<file path="src/rtl/frb_pkg.sv">
package frb_pkg;
    localparam int unsigned ENTRY_WORDS = 8;
    localparam int unsigned WORD_SEL_W  = 3;
    localparam int unsigned REC_W       = ENTRY_WORDS * 32;
    localparam int unsigned VALID_BIT   = 31;
    localparam int unsigned OVF_BIT     = 31;
    localparam int unsigned BADPTR_BIT  = 30;
    localparam int unsigned PTR_FIELD_W = 16;

    typedef enum logic [1:0] {
        CFG_GET    = 2'd0,
        CFG_SIZE   = 2'd1,
        CFG_ENABLE = 2'd2,
        CFG_NONE   = 2'd3
    } cfg_sel_e;

    typedef enum logic {
        WR_IDLE = 1'b0,
        WR_BUSY = 1'b1
    } wr_state_e;
endpackage

</file>
<file path="src/rtl/frb_ring_ctrl.sv">
module frb_ring_ctrl
    import frb_pkg::*;
#(
    parameter int unsigned MAX_ENT = 8,
    parameter int unsigned IDX_W   = 3,
    parameter int unsigned CNT_W   = 4
) (
    input  logic             clk,
    input  logic             rst_n,
    input  logic             cfg_we,
    input  logic [1:0]       cfg_sel,
    input  logic [31:0]      cfg_wdata,
    input  logic             put_step,
    input  logic             ovf_hit,
    output logic             en_o,
    output logic             full_o,
    output logic [IDX_W-1:0] put_o,
    output logic [31:0]      get_reg_o,
    output logic             notify_o,
    output logic             ovf_irq_o
);
    typedef struct packed {
        logic             en;
        logic [IDX_W-1:0] get;
        logic [IDX_W-1:0] put;
        logic [CNT_W-1:0] size;
        logic             ovf;
        logic             bad_get;
    } ring_st_t;

    ring_st_t st_d, st_q;

    logic [CNT_W-1:0]       put_inc;
    logic [IDX_W-1:0]       put_next;
    logic [PTR_FIELD_W-1:0] wr_ptr;
    logic                   unused_cfg_bits;

    assign put_inc  = {1'b0, st_q.put} + CNT_W'(1);
    assign put_next = (put_inc == st_q.size) ? '0 : put_inc[IDX_W-1:0];
    assign wr_ptr   = cfg_wdata[PTR_FIELD_W-1:0];
    assign unused_cfg_bits = ^cfg_wdata[29:PTR_FIELD_W];

    always_comb begin
        st_d = st_q;
        if (put_step && st_q.en) begin
            st_d.put = put_next;
        end
        if (cfg_we) begin
            case (cfg_sel)
                CFG_GET: begin
                    if (cfg_wdata[OVF_BIT]) begin
                        st_d.ovf = 1'b0;
                    end
                    if (cfg_wdata[BADPTR_BIT]) begin
                        st_d.bad_get = 1'b0;
                    end
                    if (wr_ptr < PTR_FIELD_W'(st_q.size)) begin
                        st_d.get = wr_ptr[IDX_W-1:0];
                    end else begin
                        st_d.bad_get = 1'b1;
                    end
                end
                CFG_SIZE: begin
                    if (!st_q.en && wr_ptr >= PTR_FIELD_W'(2)
                        && wr_ptr <= PTR_FIELD_W'(MAX_ENT)) begin
                        st_d.size = wr_ptr[CNT_W-1:0];
                        st_d.get  = '0;
                    end
                end
                CFG_ENABLE: begin
                    st_d.en = cfg_wdata[0];
                end
                default: begin
                end
            endcase
        end
        if (ovf_hit && st_q.en) begin
            st_d.ovf = 1'b1;
        end
        if (!st_d.en) begin
            st_d.put = '0;
        end
    end

    always_ff @(posedge clk or negedge rst_n) begin
        if (!rst_n) begin
            st_q.en      <= 1'b0;
            st_q.get     <= '0;
            st_q.put     <= '0;
            st_q.size    <= CNT_W'(MAX_ENT);
            st_q.ovf     <= 1'b0;
            st_q.bad_get <= 1'b0;
        end else begin
            st_q <= st_d;
        end
    end

    always_comb begin
        get_reg_o              = '0;
        get_reg_o[IDX_W-1:0]   = st_q.get;
        get_reg_o[BADPTR_BIT]  = st_q.bad_get;
        get_reg_o[OVF_BIT]     = st_q.ovf;
    end

    assign en_o      = st_q.en;
    assign full_o    = (st_q.get == put_next);
    assign put_o     = st_q.put;
    assign notify_o  = st_q.en && (st_q.get != st_q.put);
    assign ovf_irq_o = st_q.en && st_q.ovf;

    // PUT always stays inside the configured ring
    assert_put_in_range_R3: assert property (@(posedge clk) disable iff (!rst_n)
        ({1'b0, st_q.put} < st_q.size));

    // a completed entry on an enabled ring moves PUT
    assert_put_moves_R3: assert property (@(posedge clk) disable iff (!rst_n)
        (put_step && st_q.en && !(cfg_we && cfg_sel == CFG_ENABLE))
        |=> !$stable(st_q.put));

    // a disabled ring holds PUT at zero
    assert_disabled_put_zero_R8: assert property (@(posedge clk) disable iff (!rst_n)
        (!st_q.en) |-> (st_q.put == '0));

    // an out-of-range GET write leaves GET alone and raises the flag
    assert_bad_get_hold_R7: assert property (@(posedge clk) disable iff (!rst_n)
        (cfg_we && cfg_sel == CFG_GET && wr_ptr >= PTR_FIELD_W'(st_q.size))
        |=> (st_q.bad_get && $stable(st_q.get)));
endmodule

</file>
<file path="src/rtl/frb_entry_writer.sv">
module frb_entry_writer
    import frb_pkg::*;
#(
    parameter int unsigned NUM_RING = 2,
    parameter int unsigned RING_W   = 1,
    parameter int unsigned IDX_W    = 3,
    parameter int unsigned ADDR_W   = 7
) (
    input  logic                      clk,
    input  logic                      rst_n,
    input  logic                      rec_valid,
    input  logic [RING_W-1:0]         rec_ring,
    input  logic [REC_W-1:0]          rec_words,
    output logic                      rec_ready,
    input  logic [NUM_RING-1:0]       ring_en,
    input  logic [NUM_RING-1:0]       ring_full,
    input  logic [NUM_RING*IDX_W-1:0] ring_put,
    output logic [NUM_RING-1:0]       put_step,
    output logic [NUM_RING-1:0]       ovf_hit,
    output logic                      mem_we,
    output logic [ADDR_W-1:0]         mem_addr,
    output logic [31:0]               mem_wdata
);
    typedef struct packed {
        wr_state_e             state;
        logic [RING_W-1:0]     ring;
        logic [IDX_W-1:0]      slot;
        logic [WORD_SEL_W-1:0] cnt;
        logic [REC_W-1:0]      words;
    } wr_st_t;

    wr_st_t wr_d, wr_q;

    logic        sel_ok;
    logic        cur_en;
    logic [31:0] raw_word;

    assign sel_ok = ({1'b0, rec_ring} < (RING_W+1)'(NUM_RING));
    assign cur_en = ring_en[wr_q.ring];

    always_comb begin
        wr_d     = wr_q;
        put_step = '0;
        ovf_hit  = '0;
        case (wr_q.state)
            WR_IDLE: begin
                if (rec_valid && sel_ok && ring_en[rec_ring]) begin
                    if (ring_full[rec_ring]) begin
                        ovf_hit[rec_ring] = 1'b1;
                    end else begin
                        wr_d.state = WR_BUSY;
                        wr_d.ring  = rec_ring;
                        wr_d.slot  = ring_put[rec_ring*IDX_W +: IDX_W];
                        wr_d.cnt   = '0;
                        wr_d.words = rec_words;
                    end
                end
            end
            default: begin
                if (!cur_en) begin
                    wr_d.state = WR_IDLE;
                end else if (wr_q.cnt == WORD_SEL_W'(ENTRY_WORDS - 1)) begin
                    wr_d.state = WR_IDLE;
                    put_step[wr_q.ring] = 1'b1;
                end else begin
                    wr_d.cnt = wr_q.cnt + WORD_SEL_W'(1);
                end
            end
        endcase
    end

    always_ff @(posedge clk or negedge rst_n) begin
        if (!rst_n) begin
            wr_q.state <= WR_IDLE;
            wr_q.ring  <= '0;
            wr_q.slot  <= '0;
            wr_q.cnt   <= '0;
            wr_q.words <= '0;
        end else begin
            wr_q <= wr_d;
        end
    end

    assign raw_word  = wr_q.words[wr_q.cnt*32 +: 32];
    assign rec_ready = (wr_q.state == WR_IDLE);
    assign mem_we    = (wr_q.state == WR_BUSY) && cur_en;
    assign mem_addr  = {wr_q.ring, wr_q.slot, wr_q.cnt};

    always_comb begin
        mem_wdata = raw_word;
        if (wr_q.cnt == WORD_SEL_W'(ENTRY_WORDS - 1)) begin
            mem_wdata[VALID_BIT] = 1'b1;
        end
    end

    // words of an entry go out in ascending order, the info word last
    assert_word_order_R2: assert property (@(posedge clk) disable iff (!rst_n)
        (mem_we && mem_addr[2:0] != 3'd7)
        |=> (!mem_we || mem_addr[2:0] == $past(mem_addr[2:0]) + 3'd1));

    // a record meeting a full ring starts no write
    assert_no_overflow_write_R5: assert property (@(posedge clk) disable iff (!rst_n)
        (rec_valid && rec_ready && sel_ok && ring_en[rec_ring] && ring_full[rec_ring])
        |=> !mem_we);

    // no new record is taken while an entry is in flight
    assert_busy_not_ready_R3: assert property (@(posedge clk) disable iff (!rst_n)
        mem_we |-> !rec_ready);

    // the write stops the cycle after its ring is disabled
    assert_abort_on_disable_R8: assert property (@(posedge clk) disable iff (!rst_n)
        (wr_q.state == WR_BUSY && !cur_en) |=> !mem_we);
endmodule

</file>
<file path="src/rtl/frb_fault_ring.sv">
module frb_fault_ring
    import frb_pkg::*;
#(
    parameter int unsigned NUM_RING = 2,
    parameter int unsigned MAX_ENT  = 8,
    localparam int unsigned IDX_W   = $clog2(MAX_ENT),
    localparam int unsigned CNT_W   = IDX_W + 1,
    localparam int unsigned RING_W  = (NUM_RING > 1) ? $clog2(NUM_RING) : 1,
    localparam int unsigned ADDR_W  = RING_W + IDX_W + WORD_SEL_W
) (
    input  logic                      clk,
    input  logic                      rst_n,
    input  logic                      rec_valid,
    input  logic [RING_W-1:0]         rec_ring,
    input  logic [REC_W-1:0]          rec_words,
    output logic                      rec_ready,
    input  logic                      cfg_we,
    input  logic [RING_W-1:0]         cfg_ring,
    input  logic [1:0]                cfg_sel,
    input  logic [31:0]               cfg_wdata,
    output logic                      mem_we,
    output logic [ADDR_W-1:0]         mem_addr,
    output logic [31:0]               mem_wdata,
    output logic [NUM_RING*32-1:0]    get_reg,
    output logic [NUM_RING*IDX_W-1:0] put_idx,
    output logic [NUM_RING-1:0]       notify_irq,
    output logic [NUM_RING-1:0]       overflow_irq
);
    logic [NUM_RING-1:0] ring_en;
    logic [NUM_RING-1:0] ring_full;
    logic [NUM_RING-1:0] put_step;
    logic [NUM_RING-1:0] ovf_hit;

    for (genvar r = 0; r < NUM_RING; r++) begin : g_ring
        frb_ring_ctrl #(
            .MAX_ENT (MAX_ENT),
            .IDX_W   (IDX_W),
            .CNT_W   (CNT_W)
        ) u_ring (
            .clk       (clk),
            .rst_n     (rst_n),
            .cfg_we    (cfg_we && (cfg_ring == RING_W'(r))),
            .cfg_sel   (cfg_sel),
            .cfg_wdata (cfg_wdata),
            .put_step  (put_step[r]),
            .ovf_hit   (ovf_hit[r]),
            .en_o      (ring_en[r]),
            .full_o    (ring_full[r]),
            .put_o     (put_idx[r*IDX_W +: IDX_W]),
            .get_reg_o (get_reg[r*32 +: 32]),
            .notify_o  (notify_irq[r]),
            .ovf_irq_o (overflow_irq[r])
        );
    end

    frb_entry_writer #(
        .NUM_RING (NUM_RING),
        .RING_W   (RING_W),
        .IDX_W    (IDX_W),
        .ADDR_W   (ADDR_W)
    ) u_writer (
        .clk       (clk),
        .rst_n     (rst_n),
        .rec_valid (rec_valid),
        .rec_ring  (rec_ring),
        .rec_words (rec_words),
        .rec_ready (rec_ready),
        .ring_en   (ring_en),
        .ring_full (ring_full),
        .ring_put  (put_idx),
        .put_step  (put_step),
        .ovf_hit   (ovf_hit),
        .mem_we    (mem_we),
        .mem_addr  (mem_addr),
        .mem_wdata (mem_wdata)
    );
endmodule

</file>
<file path="config.mk">
export PLATFORM = sky130hd
export DESIGN_NAME = frb_fault_ring
export DESIGN_NICKNAME = d
export VERILOG_FILES = /design/src/rtl/frb_pkg.sv /design/src/rtl/frb_ring_ctrl.sv /design/src/rtl/frb_entry_writer.sv /design/src/rtl/frb_fault_ring.sv
export SDC_FILE = /design/constraint.sdc
export NUM_CORES = 1
export LEC_CHECK = 0
export BUFFER_PORTS_ARGS = -buffer_cell sky130_fd_sc_hd__buf_2
export CORE_MARGIN = 2
export CORE_UTILIZATION = 40
export DETAILED_ROUTE_END_ITERATION = 7
export PLACE_DENSITY = 0.7
export SETUP_SLACK_MARGIN = 0.3
export SLEW_MARGIN = 20
export SYNTH_ARGS = -nofsm -noshare
export SYNTH_HDL_FRONTEND = slang
export SYNTH_HIERARCHICAL = 1
export SYNTH_SLANG_ARGS = --single-unit
</file>
<file path="constraint.sdc">
create_clock -name clk -period 3.2 [get_ports clk]
set_input_delay 0.64 -clock clk [delete_from_list [all_inputs] [get_ports clk]]
set_output_delay 0.64 -clock clk [all_outputs]
set_load 0.02 [all_outputs]
</file>
# [After elaboration in Yosys (flattened, before gate mapping)]
# Index checks and enable logic that the tools add are counted.
[word_totals] out_inout_bits=115 word_cells=144 regBits=290
[classes] order_cmp=8 reduce_logical=39 mul=1 shift=2 n_mux=51 n_bitwise=3 n_addsub=3 eq_ne=20
[op_table] op="two-way mux 264 bit" n=2
[op_table] op="indexed part select 256 x 9 -> 32 bit" n=1
[op_table] op="two-way mux 3 bit" n=13
[op_table] op="less-than comparator 16 x 4 -> 1 bit" n=2
[op_table] op="AND reduction 3 bit" n=7
[op_table] op="two-way mux 1 bit" n=20
[op_table] op="two-way mux 2 bit" n=10
[op_table] op="logical AND 1 bit" n=18
[op_table] op=">= comparator 16 x 2 -> 1 bit, second input constant" n=1
[op_table] op="<= comparator 16 x 4 -> 1 bit, second input constant" n=1
[op_table] op="nonzero test 2 bit" n=8
[op_table] op="inequality test 2 bit, second input constant" n=6
[op_table] op="case mux 3 bit (2 select lines)" n=2
[op_table] op="AND reduction 4 bit" n=3
[op_table] op="inequality test 2 x 1 -> 1 bit, second input constant" n=5
[op_table] op="adder 3 x 1 -> 4 bit, second input constant" n=2
[op_table] op="== test 4 bit" n=2
[op_table] op="two-way mux 4 bit" n=2
[op_table] op="== test 3 bit" n=2
[op_table] op="inequality test 3 bit" n=2
[op_table] op="indexed part select 6 x 4 -> 3 bit" n=1
[op_table] op="less-than comparator 1 x 2 -> 1 bit, second input constant" n=2
[op_table] op="adder 3 x 1 -> 3 bit, second input constant" n=1
[op_table] op="== test 3 bit, second input constant" n=1
[op_table] op="8 further kinds" n=13

# [Longest topological paths before layout]
[depth] word_depth=12 depth_mapped=12

# [Cells and area by module]
# The synthesis kept the hierarchy.
[by_module_without_submodules] module="frb_entry_writer" area_per_inst_um2=11951.5 cells_per_inst=708 seq_area_each_um2=6606.3 n_inst=1
[by_module_without_submodules] module="frb_ring_ctrl" area_per_inst_um2=1178.6 cells_per_inst=132 seq_area_each_um2=326.6 n_inst=2
[by_module_without_submodules] module="frb_fault_ring" area_per_inst_um2=16.3 cells_per_inst=2 seq_area_each_um2=0.0 n_inst=1

# [Worst setup path before layout]
# No wires, ideal clock.
[synth_path] kind="reg-to-reg" start="register g_ring[0].u_ring.st_q (netlist bit g_ring[0].u_ring/put_o[1])" end="register u_writer/wr_q[146] (netlist bit)" slack_ns=0.256 stages_incl_launch_ff=13 path_buffers=3 setup_ns=0.127 period_less_slack_ns=2.944 arrival_ns=2.817 path_cell_list="dfrtp_1 -> ha_1 -> xnor2_1 -> a2111oi_0 -> o31a_1 -> or2_2 -> a21oi_1 -> mux2_4 -> nor4b_4 -> buf_4 -> buf_6 -> buf_6 -> mux2_1"
[synth_between] elab_chain_cells=8
[synth_lines] element="start: declaration" line_no="frb_ring_ctrl.sv:31" rtl="ring_st_t st_d, st_q;"
[synth_lines] element="start signal: assignment" line_no="frb_ring_ctrl.sv:94" rtl="st_q <= st_d;"
[synth_lines] element="adder 3 x 1 -> 4 bit *" line_no="frb_ring_ctrl.sv:38" rtl="assign put_inc = {1'b0, st_q.put} + CNT_W'(1);"
[synth_lines] element="== test 4 bit" line_no="frb_ring_ctrl.sv:39" rtl="assign put_next = (put_inc == st_q.size) ? '0 : put_inc[IDX_W-1:0];"
[synth_lines] element="two-way mux 3 bit *" line_no="frb_ring_ctrl.sv:39"
[synth_lines] element="== test 3 bit *" line_no="frb_ring_ctrl.sv:106" rtl="assign full_o = (st_q.get == put_next);"
[synth_lines] element="via ring_full[0]" line_no="frb_fault_ring.sv:30" rtl="logic [NUM_RING-1:0] ring_full;"
[synth_lines] element="two-way mux 1 bit (implied by the code) * (2 in series)" line_no="frb_entry_writer.sv:48" rtl="if (ring_full[rec_ring]) begin"
[synth_lines] element="NOT 1 bit (no line) *"
[synth_lines] element="AND reduction 3 bit (no line) *"
[synth_lines] element="end signal: assignment" line_no="frb_entry_writer.sv:80" rtl="wr_q <= wr_d;"
[synth_lines] element="end: declaration" line_no="frb_entry_writer.sv:32" rtl="wr_st_t wr_d, wr_q;"
# Mark *: on every way through the listed nets, which the timed path passes. The rest lies on a longest branch. The select of a mux whose other input is x is not followed.
# A chain may end at the register's enable or synchronous reset.

# [Worst setup path after layout]
[layout_path] start="register g_ring[1].u_ring.st_q (netlist bit g_ring[1].u_ring/put_o[1])" end="register u_writer/wr_q[80] (netlist bit)"
[layout_between] elab_chain_cells=8
[layout_lines] element="start: declaration" line_no="frb_ring_ctrl.sv:31"
[layout_lines] element="start signal: assignment" line_no="frb_ring_ctrl.sv:94"
[layout_lines] element="adder 3 x 1 -> 4 bit *" line_no="frb_ring_ctrl.sv:38"
[layout_lines] element="== test 4 bit" line_no="frb_ring_ctrl.sv:39"
[layout_lines] element="two-way mux 3 bit *" line_no="frb_ring_ctrl.sv:39"
[layout_lines] element="== test 3 bit *" line_no="frb_ring_ctrl.sv:106"
[layout_lines] element="via ring_full[1]" line_no="frb_fault_ring.sv:30"
[layout_lines] element="two-way mux 1 bit (implied by the code) * (2 in series)" line_no="frb_entry_writer.sv:48"
[layout_lines] element="NOT 1 bit (no line) *"
[layout_lines] element="AND reduction 3 bit (no line) *"
# Marks and branches as above.

==> summary.md <==
Outcome
* finished, final reports clean — result of the run

Power
* 12.4 mW — internal power component
* 5.48 mW — net switching power figure
* 35.4% — power share of the sequential group
* 706 uV — peak supply drop
* 936 nW/um^2 — total power per unit cell area
* 30.7% — Net Sw Frac
* 20.2% — clock group share of total power
* 17.8 mW — Pwr Total
* 44.4% — fraction of power consumed by combinational cells
* 8.64 nW — LEAKAGE

STA
* 0.758 ns — slew at the pin closest to its max-slew limit
* 3.14 ns — shortest period the worst path allows
* 49.5% — relative slew slack
* 0 — Setup-failing EPs final
* 0.318 GHz — maximum clock frequency
* 0.173 ns — worst slack on hold paths
* yes — unrepaired setup endpoints after global routing
* 98.2% — portion of the clock cycle consumed by the worst path in the final layout
* 0 — Hold Vio Cnt, Final
* 0 — Max Transition Viols Final
* 0.0241 ns — worst clock skew

Synthesis
* 0.978% — area share of xor/xnor cells in the synthesized design
* 50.3% — top cell type's share of synthesized area
* dfrtp_1 — cell type contributing the most total cell area after synthesis
* 100% — async set or reset register ratio after synthesis
* 6 — total of warnings raised by yosys
* 974 — gate count of the mapped netlist
* 290 — flip-flop and latch count after synthesis
* 33.9% — proportion of synthesized area in mux cells
* multiplexers — main combinational cell family by area after synthesis
* 14300 sq um — netlist area before placement
* dfrtp_1 50%, mux2_2 18%, mux4_2 9.9%, mux2_1 5.3%, buf_4 4.9% — cell types with the largest area share after synthesis
* 50 — number of distinct library cells after synthesis
* dfrtp_1 — leading cell type by number of instances after synthesis
* 3.91% — synthesized-area fraction occupied by and/or/nand/nor cells
* 50.7% — sequential share of the synthesized area
* 0.873% — adder-cell share of the synthesized area
* 0 — number of flops mapped to enable cells by yosys
* dfrtp_1 — most used flip-flop cell after synthesis
* 288 x dfrtp_1, 230 x mux2_2, 94 x buf_4 — most common library cells after synthesis
* 3.02% — synthesized-area fraction occupied by ao, oa, aoi and oai cells
* 14.7 sq um — Avg Cell Area, Syn

Detailed routing
* 0 — remaining design rule violation count
* 0 — antenna viol nets, final
* 18.7 mm — total length of routed met2 wires
* 297 — drt initial violations
* 5.09 — drt via density
* 4 — count of TritonRoute iterations in the first routing pass
* 2.73 mm — total met3 wirelength after detailed routing
* 38.2 mm — sum of routed wire length over all layers
* 20.4 microns — Routed wire per std cell
* met5 — highest routed metal layer
* 15.7 mm — wire length on met1
* 9518 — via count

Setup path
* register to register — type of the worst setup path
* g_ring[1].u_ring/put_o[1] — launch instance of the worst register-to-register path
* 3.61 ns — required time of the worst setup path
* u_writer/wr_q[80] — end of the worst register-to-register path
* 0.06 ns — reg-to-reg setup timing slack
* dfrtp_1 — master of the slowest instance on the critical path
* buffers and inverters — cell family with the largest share of critical-path delay
* 14 — Register-to-Register Path Depth
* ha_4 > xnor2_2 > and3_1 > o31a_1 > o21ai_1 > a21oi_2 > mux2_4 > nor4b_4 > buf_4 > buf_12 > buf_12 > buf_8 > clkbuf_16 > mux2_2 — sequence of cells on the critical path
* register — element type at the critical path start
* 3.56 ns — data arrival time at the worst-slack endpoint
* 7 — Crit Path Max Fanout
* 0.41 ns — CP max stage delay
* register — capturing element type of the critical path
* 5 — buffering stage count on the worst path with inverters included
* buf_12 — cell occurring most often along the worst timing path

Worst hold path
* primary input to asynchronous set/reset pin — class of the worst hold path

Floorplanning
* 35400 sq um — floorplan core area
* 411 — boundary pin count
* 193 microns — Die Wd
* 193 microns — y dimension of the die
* 40.5% — starting density of the core
* 37300 sq um — die footprint
* 69 — number of rows created at floorplan

Clock tree
* 2 — H-tree levels
* clkbuf_16 — CTS root buffer
* 0.06 ns — clock transition at the registers of the reported paths
* 3 — maximum clock insertion buffer count
* 0.53 ns — later-pin clock latency in the skew report
* built — CTS tree
* 290 — clock sinks
* 34 — number of buffers added by the clock tree synthesis step

Finish
* 33.1% — area added between synthesis and finish
* 53.9% — fraction of the core area covered by cells at the end of the flow
* 59.4% — share of post-route cells with drive strength above 1
* 1685 — Final nets

Place
* 0.787 — Placer Congestion
* 342 — total of buffers placed on input and output ports
* 24.9 mm — HPWL reported at the end of detailed placement

Global routing
* 93 — maximum number of pins on one net before global-route repair
* 9963 — via count of the first global-routing pass
* 18.9% — Global Route Usage Sum
* 55.9 mm — global-route wire length before repair
* 13 — initial antenna violation count
* 0 — total grt overflow

Run
* 0 — MaxCap Viol Count

-- what timing repair did --
action | in CTS | in global routing
gates resized for setup | 31 | 133
buffers inserted | 21 | 13
setup endpoints to repair | 295 | 295
cloned | 7 | 19
hold buffers | 0 | 0
pin swaps | 3 | 9
-- worst reg2reg max path, stage by stage (launching register included) --
cell and delay (ns):
dfrtp_1 0.41, ha_4 0.19, xnor2_2 0.14, and3_1 0.18, o31a_1 0.33, o21ai_1 0.17
a21oi_2 0.09, mux2_4 0.30, nor4b_4 0.21, buf_4 0.16, buf_12 0.13, buf_12 0.14
buf_8 0.13, clkbuf_16 0.14, mux2_2 0.33
-- routing by layer --
layer / vias to the layer above / GRT usage [%]
met3: 75 / 5.49
met2: 322 / 30.9
met4: 8 / 6.39
met5: - / 0
met1: 4826 / 24.2
li1: 4287 / -
-- registers in the layout (all words and copies together), names as in the netlist --
| signal | count |
|---|---|
| g_ring.u_ring/st_q | 8 |
| g_ring.u_ring/en_o | 2 |
| u_writer/wr_q | 257 |
| u_writer/mem_addr | 7 |
| g_ring.u_ring/put_o | 6 |
| g_ring.u_ring/get_reg_o | 10 |
-- power by group through the flow --
| stage | clock network (mW) | registers, mW | logic, mW |
|---|---|---|---|
| after floorplan | 0 | 5.94 | 4.68 |
| after global placement | 0 | 6.32 | 5.91 |
| after detailed placement | 0 | 6.42 | 6.05 |
| after CTS | 3.71 | 6.30 | 6.63 |
| after global routing | 3.88 | 6.51 | 8.42 |
| final | 3.61 | 6.31 | 7.92 |
-- cell families (layout without fill, tap and decap cells) --
kind of cell    count (synthesis)  in the layout
compound gates                 57             57
simple gates                   94             94
xor+xnor                       16             16
mux                           368            368
buf+inv                       137            507
flops                         290            290
other cells                     2             66
fa+ha+maj                      10             10
-- worst max-delay path by stage --
| stage | from | endpoint | depth (start not counted) |
|---|---|---|---|
| finish | g_ring[1].u_ring/put_o[1] | u_writer/wr_q[80] | 14 |
| global route | g_ring[1].u_ring/put_o[1] | u_writer/wr_q[80] | 14 |
| CTS | g_ring[0].u_ring/put_o[0] | u_writer/wr_q[48] | 14 |
| detailed placement | g_ring[0].u_ring/put_o[0] | u_writer/wr_q[89] | 11 |
| global placement | g_ring[1].u_ring/put_o[0] | u_writer/wr_q[249] | 11 |
| floorplan | g_ring[0].u_ring/put_o[1] | u_writer/wr_q[146] | 12 |
-- stage by stage --
stage | area (sq um) | worst slack [ns] | std cells | setup TNS (ns)
final | 19100 | 0.0575 | 1869 | 0
after global routing | 19100 | -0.0192 | 1862 | -0.250
after CTS | 18000 | 0.0174 | 1825 | 0
after detailed placement | 16400 | -0.0117 | 1744 | -0.0772
after global placement | 16400 | 0.0440 | 1744 | 0
after floorplan | 14500 | 0.300 | 1026 | 0
-- placed cells by master (no fill, tap or decap), types with 6 or more instances in the layout --
master and instances:
a22o_1 6, buf_12 23, buf_16 12, buf_2 320, buf_4 33, buf_6 29
buf_8 9, clkbuf_1 7, clkbuf_16 51, conb_1 54, dfrtp_1 285, diode_2 12
ha_1 8, inv_1 10, mux2_1 47, mux2_2 197, mux2_4 56, mux4_2 63
nand2_1 23, nand2b_1 10, nor2_1 10, nor2b_1 8, nor4_1 6, o21ai_0 16
o2bb2ai_1 6, xor2_1 10
-- final cells by class --
class / count / area, sq um
Clock inverter: 9 / 88.8
Antenna cell: 12 / 30.0
Inverter: 10 / 37.5
Multi-Input combinational cell: 599 / 6590
Sequential cell: 290 / 7270
Tap cell: 461 / 577
Fill cell: 2937 / 16300
Timing Repair Buffer: 444 / 3560
Clock buffer: 44 / 918
(Power assumes the default switching activity.)
